File: src/rtl/dt_pkg.sv
package dt_pkg;

  localparam int unsigned ADDR_W   = 12;
  localparam int unsigned ID_COUNT = 12;
  localparam logic [11:0] TCTRL_OFS = 12'hF00;
  localparam logic [11:0] TOUT_OFS  = 12'hF04;
  localparam logic [11:0] ID_BASE   = 12'hFD0;

  // Region of the window a word address falls in
  typedef enum logic [2:0] {
    RGN_NONE,
    RGN_CHAN,
    RGN_TCTRL,
    RGN_TOUT,
    RGN_ID
  } rgn_e;

  // Identification byte k, counted from ID_BASE upward in words
  function automatic logic [7:0] id_byte(input logic [3:0] k);
    case (k)
      4'd0:  id_byte = 8'h04;
      4'd4:  id_byte = 8'h23;
      4'd5:  id_byte = 8'hB8;
      4'd6:  id_byte = 8'h1B;
      4'd8:  id_byte = 8'h0D;
      4'd9:  id_byte = 8'hF0;
      4'd10: id_byte = 8'h05;
      4'd11: id_byte = 8'hB1;
      default: id_byte = 8'h00;
    endcase
  endfunction

endpackage

File: src/rtl/dt_decode.sv
module dt_decode
  import dt_pkg::*;
#(
  parameter int unsigned NUM_CH = 2,
  localparam int unsigned CH_W = (NUM_CH > 1) ? $clog2(NUM_CH) : 1
) (
  input  logic [ADDR_W-3:0] waddr,
  output rgn_e              rgn,
  output logic [CH_W-1:0]   ch,
  output logic [2:0]        reg_idx,
  output logic [3:0]        id_idx
);

  localparam logic [ADDR_W-3:0] TCTRL_W = TCTRL_OFS[ADDR_W-1:2];
  localparam logic [ADDR_W-3:0] TOUT_W  = TOUT_OFS[ADDR_W-1:2];
  localparam logic [ADDR_W-3:0] ID_W    = ID_BASE[ADDR_W-1:2];

  assign ch      = waddr[3 +: CH_W];
  assign reg_idx = waddr[2:0];
  assign id_idx  = waddr[3:0] - 4'd4;

  always_comb begin
    rgn = RGN_NONE;
    if (waddr[ADDR_W-3:3+CH_W] == '0) begin
      if (reg_idx != 3'd7 && int'(ch) < int'(NUM_CH)) rgn = RGN_CHAN;
    end else if (waddr == TCTRL_W) begin
      rgn = RGN_TCTRL;
    end else if (waddr == TOUT_W) begin
      rgn = RGN_TOUT;
    end else if (waddr >= ID_W) begin
      rgn = RGN_ID;
    end
  end

endmodule

File: src/rtl/dt_chan_route.sv
module dt_chan_route #(
  parameter int unsigned NUM_CH = 2,
  parameter int unsigned DATA_W = 32,
  localparam int unsigned CH_W = (NUM_CH > 1) ? $clog2(NUM_CH) : 1
) (
  input  logic                     clk,
  input  logic                     rst_n,
  input  logic                     access,
  input  logic                     hit,
  input  logic [CH_W-1:0]          ch,
  input  logic [NUM_CH*DATA_W-1:0] ch_rdata,
  output logic [NUM_CH-1:0]        ch_req,
  output logic [DATA_W-1:0]        sel_rdata
);

  for (genvar i = 0; i < NUM_CH; i++) begin : g_req
    assign ch_req[i] = access && hit && (ch == CH_W'(i));
  end

  always_comb begin
    sel_rdata = '0;
    for (int i = 0; i < NUM_CH; i++) begin
      if (ch == CH_W'(i)) sel_rdata = ch_rdata[i*DATA_W +: DATA_W];
    end
  end

  AST_ONE_CHANNEL: assert property (@(posedge clk) disable iff (!rst_n)
    $onehot0(ch_req));

  AST_STROBE_NEEDS_ACCESS: assert property (@(posedge clk) disable iff (!rst_n)
    (ch_req != '0) |-> access);

endmodule

File: src/rtl/dt_test_ctl.sv
module dt_test_ctl #(
  parameter int unsigned NUM_CH = 2
) (
  input  logic              clk,
  input  logic              rst_n,
  input  logic              wr_ctrl,
  input  logic              wr_out,
  input  logic [NUM_CH-1:0] wbits,
  input  logic [NUM_CH-1:0] ch_irq_in,
  output logic [NUM_CH-1:0] irq_out,
  output logic              irq_any
);

  logic              test_en;
  logic [NUM_CH-1:0] test_bits;

  always_ff @(posedge clk or negedge rst_n) begin
    if (!rst_n) begin
      test_en   <= 1'b0;
      test_bits <= '0;
    end else begin
      if (wr_ctrl) test_en   <= wbits[0];
      if (wr_out)  test_bits <= wbits;
    end
  end

  for (genvar i = 0; i < NUM_CH; i++) begin : g_irq
    assign irq_out[i] = test_en ? test_bits[i] : ch_irq_in[i];
  end

  assign irq_any = |irq_out;

  AST_CTRL_HOLD: assert property (@(posedge clk) disable iff (!rst_n)
    !wr_ctrl |=> $stable(test_en));

  AST_OUT_HOLD: assert property (@(posedge clk) disable iff (!rst_n)
    !wr_out |=> $stable(test_bits));

  AST_OFF_FOLLOWS: assert property (@(posedge clk) disable iff (!rst_n)
    (!wr_ctrl && !test_en) |=> (irq_out == ch_irq_in));

endmodule

File: src/rtl/dt_apb_wrap.sv
module dt_apb_wrap
  import dt_pkg::*;
#(
  parameter int unsigned NUM_CH = 2,
  parameter int unsigned DATA_W = 32,
  localparam int unsigned CH_W = (NUM_CH > 1) ? $clog2(NUM_CH) : 1
) (
  input  logic                     pclk,
  input  logic                     presetn,
  input  logic                     psel,
  input  logic                     penable,
  input  logic                     pwrite,
  input  logic [ADDR_W-1:0]        paddr,
  input  logic [DATA_W-1:0]        pwdata,
  output logic [DATA_W-1:0]        prdata,
  output logic                     pready,
  output logic                     pslverr,
  output logic [NUM_CH-1:0]        ch_req,
  output logic                     ch_write,
  output logic [2:0]               ch_reg,
  output logic [DATA_W-1:0]        ch_wdata,
  input  logic [NUM_CH*DATA_W-1:0] ch_rdata,
  input  logic [NUM_CH-1:0]        ch_irq_in,
  output logic [NUM_CH-1:0]        irq_out,
  output logic                     irq_any
);

  rgn_e              rgn;
  logic [CH_W-1:0]   ch;
  logic [2:0]        reg_idx;
  logic [3:0]        id_idx;
  logic [DATA_W-1:0] sel_rdata;
  logic              access;
  logic              wr_ctrl;
  logic              wr_out;
  logic              unused_lsb;

  assign unused_lsb = ^paddr[1:0];
  assign access     = psel && penable;
  assign wr_ctrl    = access && pwrite && (rgn == RGN_TCTRL);
  assign wr_out     = access && pwrite && (rgn == RGN_TOUT);

  assign pready   = 1'b1;
  assign pslverr  = 1'b0;
  assign ch_write = pwrite;
  assign ch_reg   = reg_idx;
  assign ch_wdata = pwdata;

  dt_decode #(.NUM_CH(NUM_CH)) u_dec (
    .waddr   (paddr[ADDR_W-1:2]),
    .rgn     (rgn),
    .ch      (ch),
    .reg_idx (reg_idx),
    .id_idx  (id_idx)
  );

  dt_chan_route #(.NUM_CH(NUM_CH), .DATA_W(DATA_W)) u_route (
    .clk       (pclk),
    .rst_n     (presetn),
    .access    (access),
    .hit       (rgn == RGN_CHAN),
    .ch        (ch),
    .ch_rdata  (ch_rdata),
    .ch_req    (ch_req),
    .sel_rdata (sel_rdata)
  );

  dt_test_ctl #(.NUM_CH(NUM_CH)) u_test (
    .clk       (pclk),
    .rst_n     (presetn),
    .wr_ctrl   (wr_ctrl),
    .wr_out    (wr_out),
    .wbits     (pwdata[NUM_CH-1:0]),
    .ch_irq_in (ch_irq_in),
    .irq_out   (irq_out),
    .irq_any   (irq_any)
  );

  always_comb begin
    prdata = '0;
    if (psel && !pwrite) begin
      case (rgn)
        RGN_CHAN: prdata = sel_rdata;
        RGN_ID:   prdata = {{(DATA_W-8){1'b0}}, id_byte(id_idx)};
        default:  prdata = '0;
      endcase
    end
  end

  AST_UNMAPPED_ZERO: assert property (@(posedge pclk) disable iff (!presetn)
    (psel && !pwrite && rgn != RGN_CHAN && rgn != RGN_ID) |-> (prdata == '0));

  AST_SETUP_QUIET: assert property (@(posedge pclk) disable iff (!presetn)
    (psel && !penable) |-> (ch_req == '0));

  AST_ANY_MATCH: assert property (@(posedge pclk) disable iff (!presetn)
    irq_any == (irq_out != '0));

endmodule

File: config.mk
export PLATFORM = sky130hd
export DESIGN_NAME = dt_apb_wrap
export DESIGN_NICKNAME = d
export VERILOG_FILES = /design/src/rtl/dt_pkg.sv /design/src/rtl/dt_decode.sv /design/src/rtl/dt_chan_route.sv /design/src/rtl/dt_test_ctl.sv /design/src/rtl/dt_apb_wrap.sv
export SDC_FILE = /design/constraint.sdc
export NUM_CORES = 1
export LEC_CHECK = 0
export BUFFER_PORTS_ARGS = -buffer_cell sky130_fd_sc_hd__buf_2
export CAP_MARGIN = 25
export CORE_ASPECT_RATIO = 0.7
export CORE_MARGIN = 10
export CORE_UTILIZATION = 30
export DETAILED_ROUTE_END_ITERATION = 12
export GPL_TIMING_DRIVEN = 0
export PLACE_DENSITY_LB_ADDON = 0.05
export SLEW_MARGIN = 10
export SYNTH_ARGS = -nofsm -noshare
export SYNTH_HDL_FRONTEND = slang
export SYNTH_SLANG_ARGS = --single-unit
export TNS_END_PERCENT = 30
File: constraint.sdc
create_clock -name pclk -period 2.2 [get_ports pclk]
set_input_delay 0.11 -clock pclk [delete_from_list [all_inputs] [get_ports pclk]]
set_output_delay 0.11 -clock pclk [all_outputs]
set_load 0.01 [all_outputs]
After elaboration in Yosys (flattened, before gate mapping)

Memory sizes are Yosys's and may differ from the RTL's.
Index checks and enable logic that the tools add are counted.

Flip-flop bits (word level): 3
Bits of input ports: 115
Output and inout bits: 75
Word-level logic and storage cells: 34
Memory bits (read-only): 128
Memories kept: 1

Memory list:

| memory           | words | bits a word | read ports | clocked after memory_dff | wr ports | line         | RTL |
|---|---|---|---|---|---|---|---|
| (name not given) | 16    | 8           | 1          | 0                        | 0        | dt_pkg.sv:20 | `case (k)` |

$lt $le $gt $ge: 1
Reduce and logical (&&, ||, !) cells: 11
Bitwise gates (word level): 1
Eq/ne operators: 7
Muxes and demuxes: 10
$add $sub $neg: 1

Operator list:

| cell                                                                   | number |
|---|---|
| 32-bit two-way mux                                                     | 2 |
| 32-bit one-hot mux with 2 select lines                                 | 1 |
| 10-bit equality test (second input constant)                           | 2 |
| 3-bit two-way mux                                                      | 4 |
| 10-bit greater-or-equal comparator (second input constant)             | 1 |
| 1-bit logical AND                                                      | 8 |
| 3-bit by 2-bit equality test with 1-bit output (second input constant) | 2 |
| 6-bit zero test                                                        | 1 |
| 4-bit by 3-bit subtractor with 4-bit output (second input constant)    | 1 |
| 3-bit by 1-bit equality test with 1-bit output (second input constant) | 1 |
| 3-bit equality test (second input constant)                            | 1 |
| 1-bit two-way mux                                                      | 3 |
| 3-bit inequality test (second input constant)                          | 1 |
| 2-bit OR reduction                                                     | 1 |
| 1-bit zero test                                                        | 1 |
| 1-bit NOT                                                              | 1 |

Depth between registers and ports, before layout

Gate-level depths: netlist (run 1).

Depth after elaboration: 8
Depth in mapped cells: 7
Depth with buffers taken out: 5

Hierarchy

From an unflattened synthesis (run 1), not the netlist that was laid out.

Cell total of the unflattened synthesis: 175
Area total of the unflattened synthesis: 1610.3 um^2

By module, submodules not included:

| module        | cells each | instances | sequential area each (um^2) | area an instance (um^2) |
|---|---|---|---|---|
| dt_apb_wrap   | 104        | 1         | 0.0                         | 758.2 |
| dt_chan_route | 38         | 1         | 0.0                         | 546.8 |
| dt_decode     | 22         | 1         | 0.0                         | 160.2 |
| dt_test_ctl   | 11         | 1         | 75.1                        | 145.1 |

Least setup slack after synthesis (run 1)

No wires, ideal clock.

Path kind: in2out
Start: in paddr[5]
End: out prdata[0]
Cell stages on the path: 7
Required time: 2090 ps
Setup slack: 491 ps
Buffers on the path: 2
Arrival: 1599 ps
Cell sequence: buf_2 -> buf_2 -> inv_1 -> ha_1 -> nor2b_1 -> a22oi_1 -> o22ai_1

Cells in the longest elaborated chain, start to end: 8
Elaborated cells between the ends (all ways): 14
Those cells by class: add/sub: 1; order compare: 1; eq/ne: 4; mux: 7; memory: 1

Ends and longest elaborated chain:

| item                                                                                         | line              | RTL |
|---|---|---|
| start, declared                                                                              | dt_apb_wrap.sv:13 | `input logic [ADDR_W-1:0] paddr,` |
| 10-bit greater-or-equal comparator                                                           | dt_decode.sv:30   | `end else if (waddr >= ID_W) begin` |
| 3-bit two-way mux                                                                            | dt_decode.sv:30   |  |
| 3-bit two-way mux                                                                            | dt_decode.sv:28   | `end else if (waddr == TOUT_W) begin` |
| 3-bit two-way mux                                                                            | dt_decode.sv:26   | `end else if (waddr == TCTRL_W) begin` |
| 3-bit two-way mux                                                                            | dt_decode.sv:24   | `if (waddr[ADDR_W-3:3+CH_W] == '0) begin` |
| 3-bit equality test / 3-bit by 1-bit equality test with 1-bit output (equally long branches) | dt_apb_wrap.sv:82 | `case (rgn)` |
| 32-bit one-hot mux with 2 select lines (*)                                                   | dt_apb_wrap.sv:82 |  |
| 32-bit two-way mux (*)                                                                       | dt_apb_wrap.sv:81 | `if (psel && !pwrite) begin` |
| end, declared                                                                                | dt_apb_wrap.sv:15 | `output logic [DATA_W-1:0] prdata,` |

Every way passes the cells marked *; elsewhere a longest branch is shown, timed or not.

Worst setup path in the final report (run 1)

Start: in paddr[5]
End: out prdata[4]

The elaborated chain is that of the path after synthesis.

==> results of run 1 <==
logic make-up (layout without fill, tap and decap cells):
kind of cell               after synthesis  in the layout  synth area share, %
other                                    2              2                0.612
DFF                                      3              3                 6.12
AOI/OAI and AO/OA                       16             16                 9.17
buffers and inverters                   51            210                 27.9
muxes                                   37             37                 30.7
and+or+nand+nor                         44             44                 19.4
adders and majority gates                6              6                 6.12
critical path, delay by kind of cell:
family / cells / cell delay (ns)
buf+inv: 4 / 0.80
fa+ha+maj: 1 / 0.39
simple gates: 1 / 0.32
compound gates: 2 / 0.30
per-layer routing:
metal,wire length [um],part of all wire (%),vias up,global-route usage [%]
met2,3070,51,93,27.0
li1,-,-,832,-
met1,2030,34,672,15.8
met4,39,0.64,0,3.38
met3,910,15,4,8.14
met5,0,0,-,0
cell usage in the layout (no fill, tap or decap):
master,netlist,layout
a211o_2,1,1
a211oi_2,1,1
a21oi_1,4,4
a22oi_1,2,2
and3b_1,1,1
buf_2,7,161
buf_4,38,38
clkbuf_1,0,1
clkbuf_8,0,3
conb_1,2,2
dfrtp_1,3,3
dlygate4sd3_1,0,1
ha_1,6,6
inv_1,6,6
mux2_2,5,5
mux2i_1,32,32
nand2_1,4,4
nand2b_1,1,1
nand4_1,2,2
nand4b_1,1,1
nand4b_2,1,1
nand4bb_1,1,1
nor2_1,27,27
nor2b_1,2,2
nor4_1,1,1
nor4_2,1,1
nor4_4,1,1
o22ai_1,6,6
o32ai_1,2,2
or2_2,1,1
state kept, by name (all words and copies together), names as in the netlist:
signal,count
u_test.test_bits,2
u_test.test_en,1
power groups by stage:
stage | registers (mW) | logic, mW | clock network (mW)
finish | 0.0559 | 0.295 | 0.169
global route | 0.0559 | 0.325 | 0.174
CTS | 0.0559 | 0.297 | 0.174
detailed placement | 0.0565 | 0.295 | 0
global placement | 0.0565 | 0.292 | 0
floorplan | 0.0565 | 0.162 | 0
Yosys cell counts, types with 3 or more instances:
cell type	instances	area, sq um
buf_4	38	285
mux2i_1	32	320
nor2_1	27	101
buf_2	7	35.0
ha_1	6	75.1
inv_1	6	22.5
o22ai_1	6	37.5
mux2_2	5	56.3
a21oi_1	4	20.0
nand2_1	4	15.0
dfrtp_1	3	75.1
cell type report:
| type | count | area (sq um) |
|---|---|---|
| Buffer | 45 | 320 |
| Clock buffer | 4 | 45.0 |
| Fill cell | 405 | 1800 |
| Inverter | 6 | 22.5 |
| Multi-Input combinational cell | 105 | 810 |
| Sequential cell | 3 | 75.1 |
| Tap cell | 52 | 65.1 |
| Timing Repair Buffer | 155 | 781 |
path summary, 6_finish.rpt:
kind,startpoint,endpoint,slack (ns),cells after the start
hold / removal,pwdata[1],u_test.test_bits[1],0.15,2
setup reg to reg,u_test.test_en,u_test.test_en,1.43,1
min in group asynchronous,presetn,u_test.test_en,0.23,2
hold reg to reg,u_test.test_bits[1],u_test.test_bits[1],0.53,1
setup / recovery,paddr[5],prdata[4],0.17,8
max in group asynchronous,presetn,u_test.test_bits[1],1.85,2
repair_timing:
action,4_1_cts,5_1_grt
endpoints found under the setup margin,0,0
hold endpoints to repair,3,0
resized for setup,0,0
hold buffers,1,0
stage by stage:
stage	cells	hold WS, ns	total power, mW	setup WS [ns]
finish	370	0.151	0.519	0.169
floorplan	159	-0.186	0.219	0.491
global placement	365	-0.0848	0.348	0.216
global route	370	0.164	0.556	0.0210
detailed placement	365	-0.0846	0.351	0.214
CTS	370	0.145	0.528	0.209
==> key figures, run 1 <==
CTS
  – Clk buf depth: 2
  – Clock sink count: 3
  – CTS clk-pin slew, worst paths: 0.03 ns
  – Clk root buf: clkbuf_8
  – Htree depth: 1
  – CTS tree: done
  – Num CTS Buffers: 3
  – Postcts setup bufs: 0
  – Worst skew pair latency: 0.22 ns

Detailed routing
  – Drt via density: 4.33
  – Pre-antenna DRT Iters: 4
  – Via count: 1601
  – Post-DR wirelength/cell: 16.4 um
  – Post-DRT Antenna Nets: 0
  – DRT Wirelength: 6.05 mm
  – Initial DRC Count: 40
  – # DRC: 0

Placed design
  – DP HPWL: 5.44 mm
  – Placement Cell Area: 2060 sq um
  – IO buf count: 154
  – Routability cong.: 0.753

Yosys
  – #FFs+latches synth: 3
  – Sequential fraction of the synthesis area: 6.12%
  – Mean Syn Cell Area: 7.72 sq um
  – Synthesized area: 1230 sq um
  – Syn Inst Count: 159
  – EDFF count, synth: 0
  – Synth Flop Type: dfrtp_1
  – Async S/R FF share, synth: 100%
  – Synth Warn #: 0
  – Mapped Nets: 280
  – Synth unique cells: 27

GRT
  – Overflow after GRT: 0
  – Initial antenna violation count: 0
  – Vias in the first global route: 1679
  – Total GRT Usage: 15.4%
  – Pin count of the biggest net entering global routing: 11
  – First-pass GRT wire length: 8.62 mm

Die
  – # IOs: 190
  – Initial core utilization: 31.3%
  – Row cnt: 19
  – Die area: 7090 sq um
  – Die W: 96.5 um
  – Die H: 73.5 um
  – CORE AREA: 3920 sq um

Worst setup path
  – Critical Path RT: 2.09 ns
  – CP Max Fanout: 10
  – Type of origin of the critical path: input pin
  – Crit path top cell by count: buf_2
  – Slowest-stage cell, CP: ha_1
  – CP max stage delay: 0.39 ns
  – CP cell instances: buf_2 -> buf_2 -> inv_1 -> ha_1 -> nor2b_1 -> a21oi_1 -> o22ai_1 -> buf_2
  – Crit path kind: input pin to output pin
  – Worst EP arrival: 1.92 ns
  – Setup crit end kind: output pin

Timing
  – Achievable Freq: 492 MHz
  – Number of max-slew violations in the final report: 0
  – RSZ-0062 raised after global routing: false
  – Final hold violations: 0
  – Setup TNS: 0 ns
  – Tcrit/Tclk final: 92.3%
  – Worst clock skew: 0 ns
  – # setup viols final: 0
  – Minimum clock period: 2.03 ns

Pwr
  – Reg power frac: 10.8%
  – Switch share: 33.0%
  – Pwr/cell area: 245 nW/um^2
  – Max VDD drop: 0.197 mV
  – Int Pwr: 0.348 mW
  – Net Sw Power: 0.171 mW
  – Lkg Pwr: 1.33 nW
  – Gate power share: 56.8%
  – Clock power share: 32.5%

Status
  – Status: complete, no violations

Run
  – Max-cap violations: 0

Finish
  – Cell area after layout: 2120 sq um
  – P&R area growth vs syn: 72.6%
  – N_diodes: 0
  – Share of post-route cells with drive strength above 1: 67.0%
  – Final Util: 54.0%
  – Fin nets: 440

Worst hold path
  – Hold Path Class: input pin to flip-flop
Note: power is estimated with default switching activity, not from simulation.
==> inputs of run 2 (changes only) <==
clock period = 2 ns   (was 2.2 ns; I/O delays follow)
==> key figures, run 2 (same netlist as run 1, synthesis figures left out) <==
Status
  – Status: complete, no violations

Worst setup path
  – Crit path kind: input pin to output pin
  – Critical Path RT: 1.90 ns (-0.19 ns)
  – Type of origin of the critical path: input pin
  – Setup crit end kind: output pin
  – Worst EP arrival: 1.71 ns (-0.21 ns)
  – CP Max Fanout: 10 (unchanged)

CTS
  – Clk root buf: clkbuf_8
  – CTS clk-pin slew, worst paths: 0.03 ns (about the same)
  – Clk buf depth: 2 (unchanged)
  – Num CTS Buffers: 3 (unchanged)
  – CTS tree: done
  – Htree depth: 1 (unchanged)
  – Worst skew pair latency: 0.22 ns (about the same)
  – Clock sink count: 3 (unchanged)

Timing
  – # setup viols final: 0 (unchanged)
  – Tcrit/Tclk final: 90.4%
  – Minimum clock period: 1.81 ns
  – Worst setup margin: 0.192 ns (+0.0224 ns)
  – Setup TNS: 0 ns (unchanged)
  – RSZ-0062 raised after global routing: false
  – Number of max-slew violations in the final report: 0 (unchanged)
  – Worst hold slack: 0.140 ns (-0.0102 ns)
  – Achievable Freq: 553 MHz
  – Worst clock skew: 0 ns (unchanged)
  – Final hold violations: 0 (unchanged)

Pwr
  – Reg power frac: 10.7% (about the same)
  – Gate power share: 56.8% (about the same)
  – Pwr/cell area: 269 nW/um^2 (+9.9%)
  – Int Pwr: 0.384 mW (+10%)
  – Max VDD drop: 0.216 mV (+10%)
  – Net Sw Power: 0.188 mW (+9.9%)
  – Switch share: 32.9% (-0.077 points)
  – Lkg Pwr: 1.33 nW (+0.13%)
  – Clock power share: 32.4% (about the same)

Die
  – Die area: 7090 sq um (unchanged)
  – Initial core utilization: 31.3% (unchanged)
  – Die W: 96.5 um (unchanged)
  – Row cnt: 19 (unchanged)
  – # IOs: 190 (unchanged)
  – CORE AREA: 3920 sq um (unchanged)
  – Die H: 73.5 um (unchanged)

Finish
  – Reg with most FFs: u_test.test_bits
  – Most frequent cells in the layout: buf_2, buf_4, mux2i_1, nor2_1
  – Max reg flops: 2 (unchanged)
  – Fin nets: 440 (unchanged)
  – Final Util: 54.1% (+0.13 points)
  – Leading cell type in the layout, fill and taps excluded: buf_2
  – Cell area after layout: 2120 sq um (+0.24%)
  – Share of post-route cells with drive strength above 1: 67.3% (+0.31 points)
  – P&R area growth vs syn: 73.0%
  – Biggest regs: u_test.test_bits (2), u_test.test_en (1)
  – N_diodes: 0 (unchanged)

Detailed routing
  – DRT Wirelength: 6.05 mm (about the same)
  – Wl on met1: 2.01 mm (-0.98%)
  – # DRC: 0 (unchanged)
  – Highest routing layer actually used: met4
  – Post-DR wirelength/cell: 16.3 um (about the same)
  – Met3 wire length: 919 um (+0.99%)
  – Total length of routed met2 wires: 3.08 mm (+0.29%)
  – Initial DRC Count: 33 (-18%)
  – Drt via density: 4.35 (+0.44%)
  – Via count: 1608 (+0.44%)
  – Post-DRT Antenna Nets: 0 (unchanged)
  – Pre-antenna DRT Iters: 4 (unchanged)

Run
  – Max-cap violations: 0 (unchanged)

Placed design
  – IO buf count: 154 (unchanged)
  – DP Worst Slack: 0.0338 ns (-0.180 ns)
  – Routability cong.: 0.753 (unchanged)
  – DP HPWL: 5.44 mm (unchanged)
  – Placement Cell Area: 2060 sq um (unchanged)

GRT
  – Overflow after GRT: 0 (unchanged)
  – Total GRT Usage: 15.4% (unchanged)
  – Initial antenna violation count: 0 (unchanged)
  – First-pass GRT wire length: 8.62 mm (unchanged)
  – Pin count of the biggest net entering global routing: 11 (unchanged)
  – Vias in the first global route: 1679 (unchanged)

Worst hold path
  – Hold Path Class: input pin to flip-flop
## run 2: metrics by stage
step | std cells | power, mW
floorplan | 159 | 0.241
detailed placement | 365 | 0.386
finish | 370 | 0.572
global placement | 365 | 0.383
CTS | 370 | 0.580
global route | 370 | 0.612
## run 2: what timing repair did
item	CTS	global route
gates resized for setup	0	2
hold buffers	1	0
setup buffers	0	0
setup endpoints to repair	0	5
hold endpoints to repair	3	0
## run 2: worst paths after layout
kind | startpoint | end | slack [ns] | depth (start not counted)
hold reg to reg | u_test.test_bits[1] | u_test.test_bits[1] | 0.53 | 1
setup / recovery | paddr[5] | prdata[4] | 0.19 | 8
max in group asynchronous | presetn | u_test.test_bits[1] | 1.66 | 2
setup reg to reg | u_test.test_en | u_test.test_en | 1.23 | 1
hold / removal | pwdata[1] | u_test.test_bits[1] | 0.14 | 2
min in group asynchronous | presetn | u_test.test_en | 0.22 | 2
## run 2: worst max-delay path, stage by stage
cell and delay (ns):
buf_2 0.18, clkbuf_4 0.26, inv_1 0.11, ha_1 0.37, nor2b_2 0.25, a21oi_1 0.12
o22ai_1 0.14, buf_2 0.17
## run 2: power by group through the flow
stage	sequential, mW	combinational (mW)	clock, mW
floorplan	0.0622	0.179	0
global placement	0.0622	0.321	0
detailed placement	0.0622	0.324	0
CTS	0.0615	0.327	0.192
global route	0.0615	0.359	0.192
finish	0.0615	0.325	0.186
## run 2: layout make-up
type                    instances  area [sq um]
well taps                      52          65.1
fillers                       405          1800
clock buffers                   4          45.0
inverters                       6          22.5
repair buffers                155           781
flip-flops and latches          3          75.1
plain buffers                  45           323
multi-input cells             105           812
## run 2: metal layers
layer	GRT usage, %	vias up
met2	27.0	99
li1	-	833
met1	15.8	672
met4	3.38	0
met5	0	-
met3	8.14	4
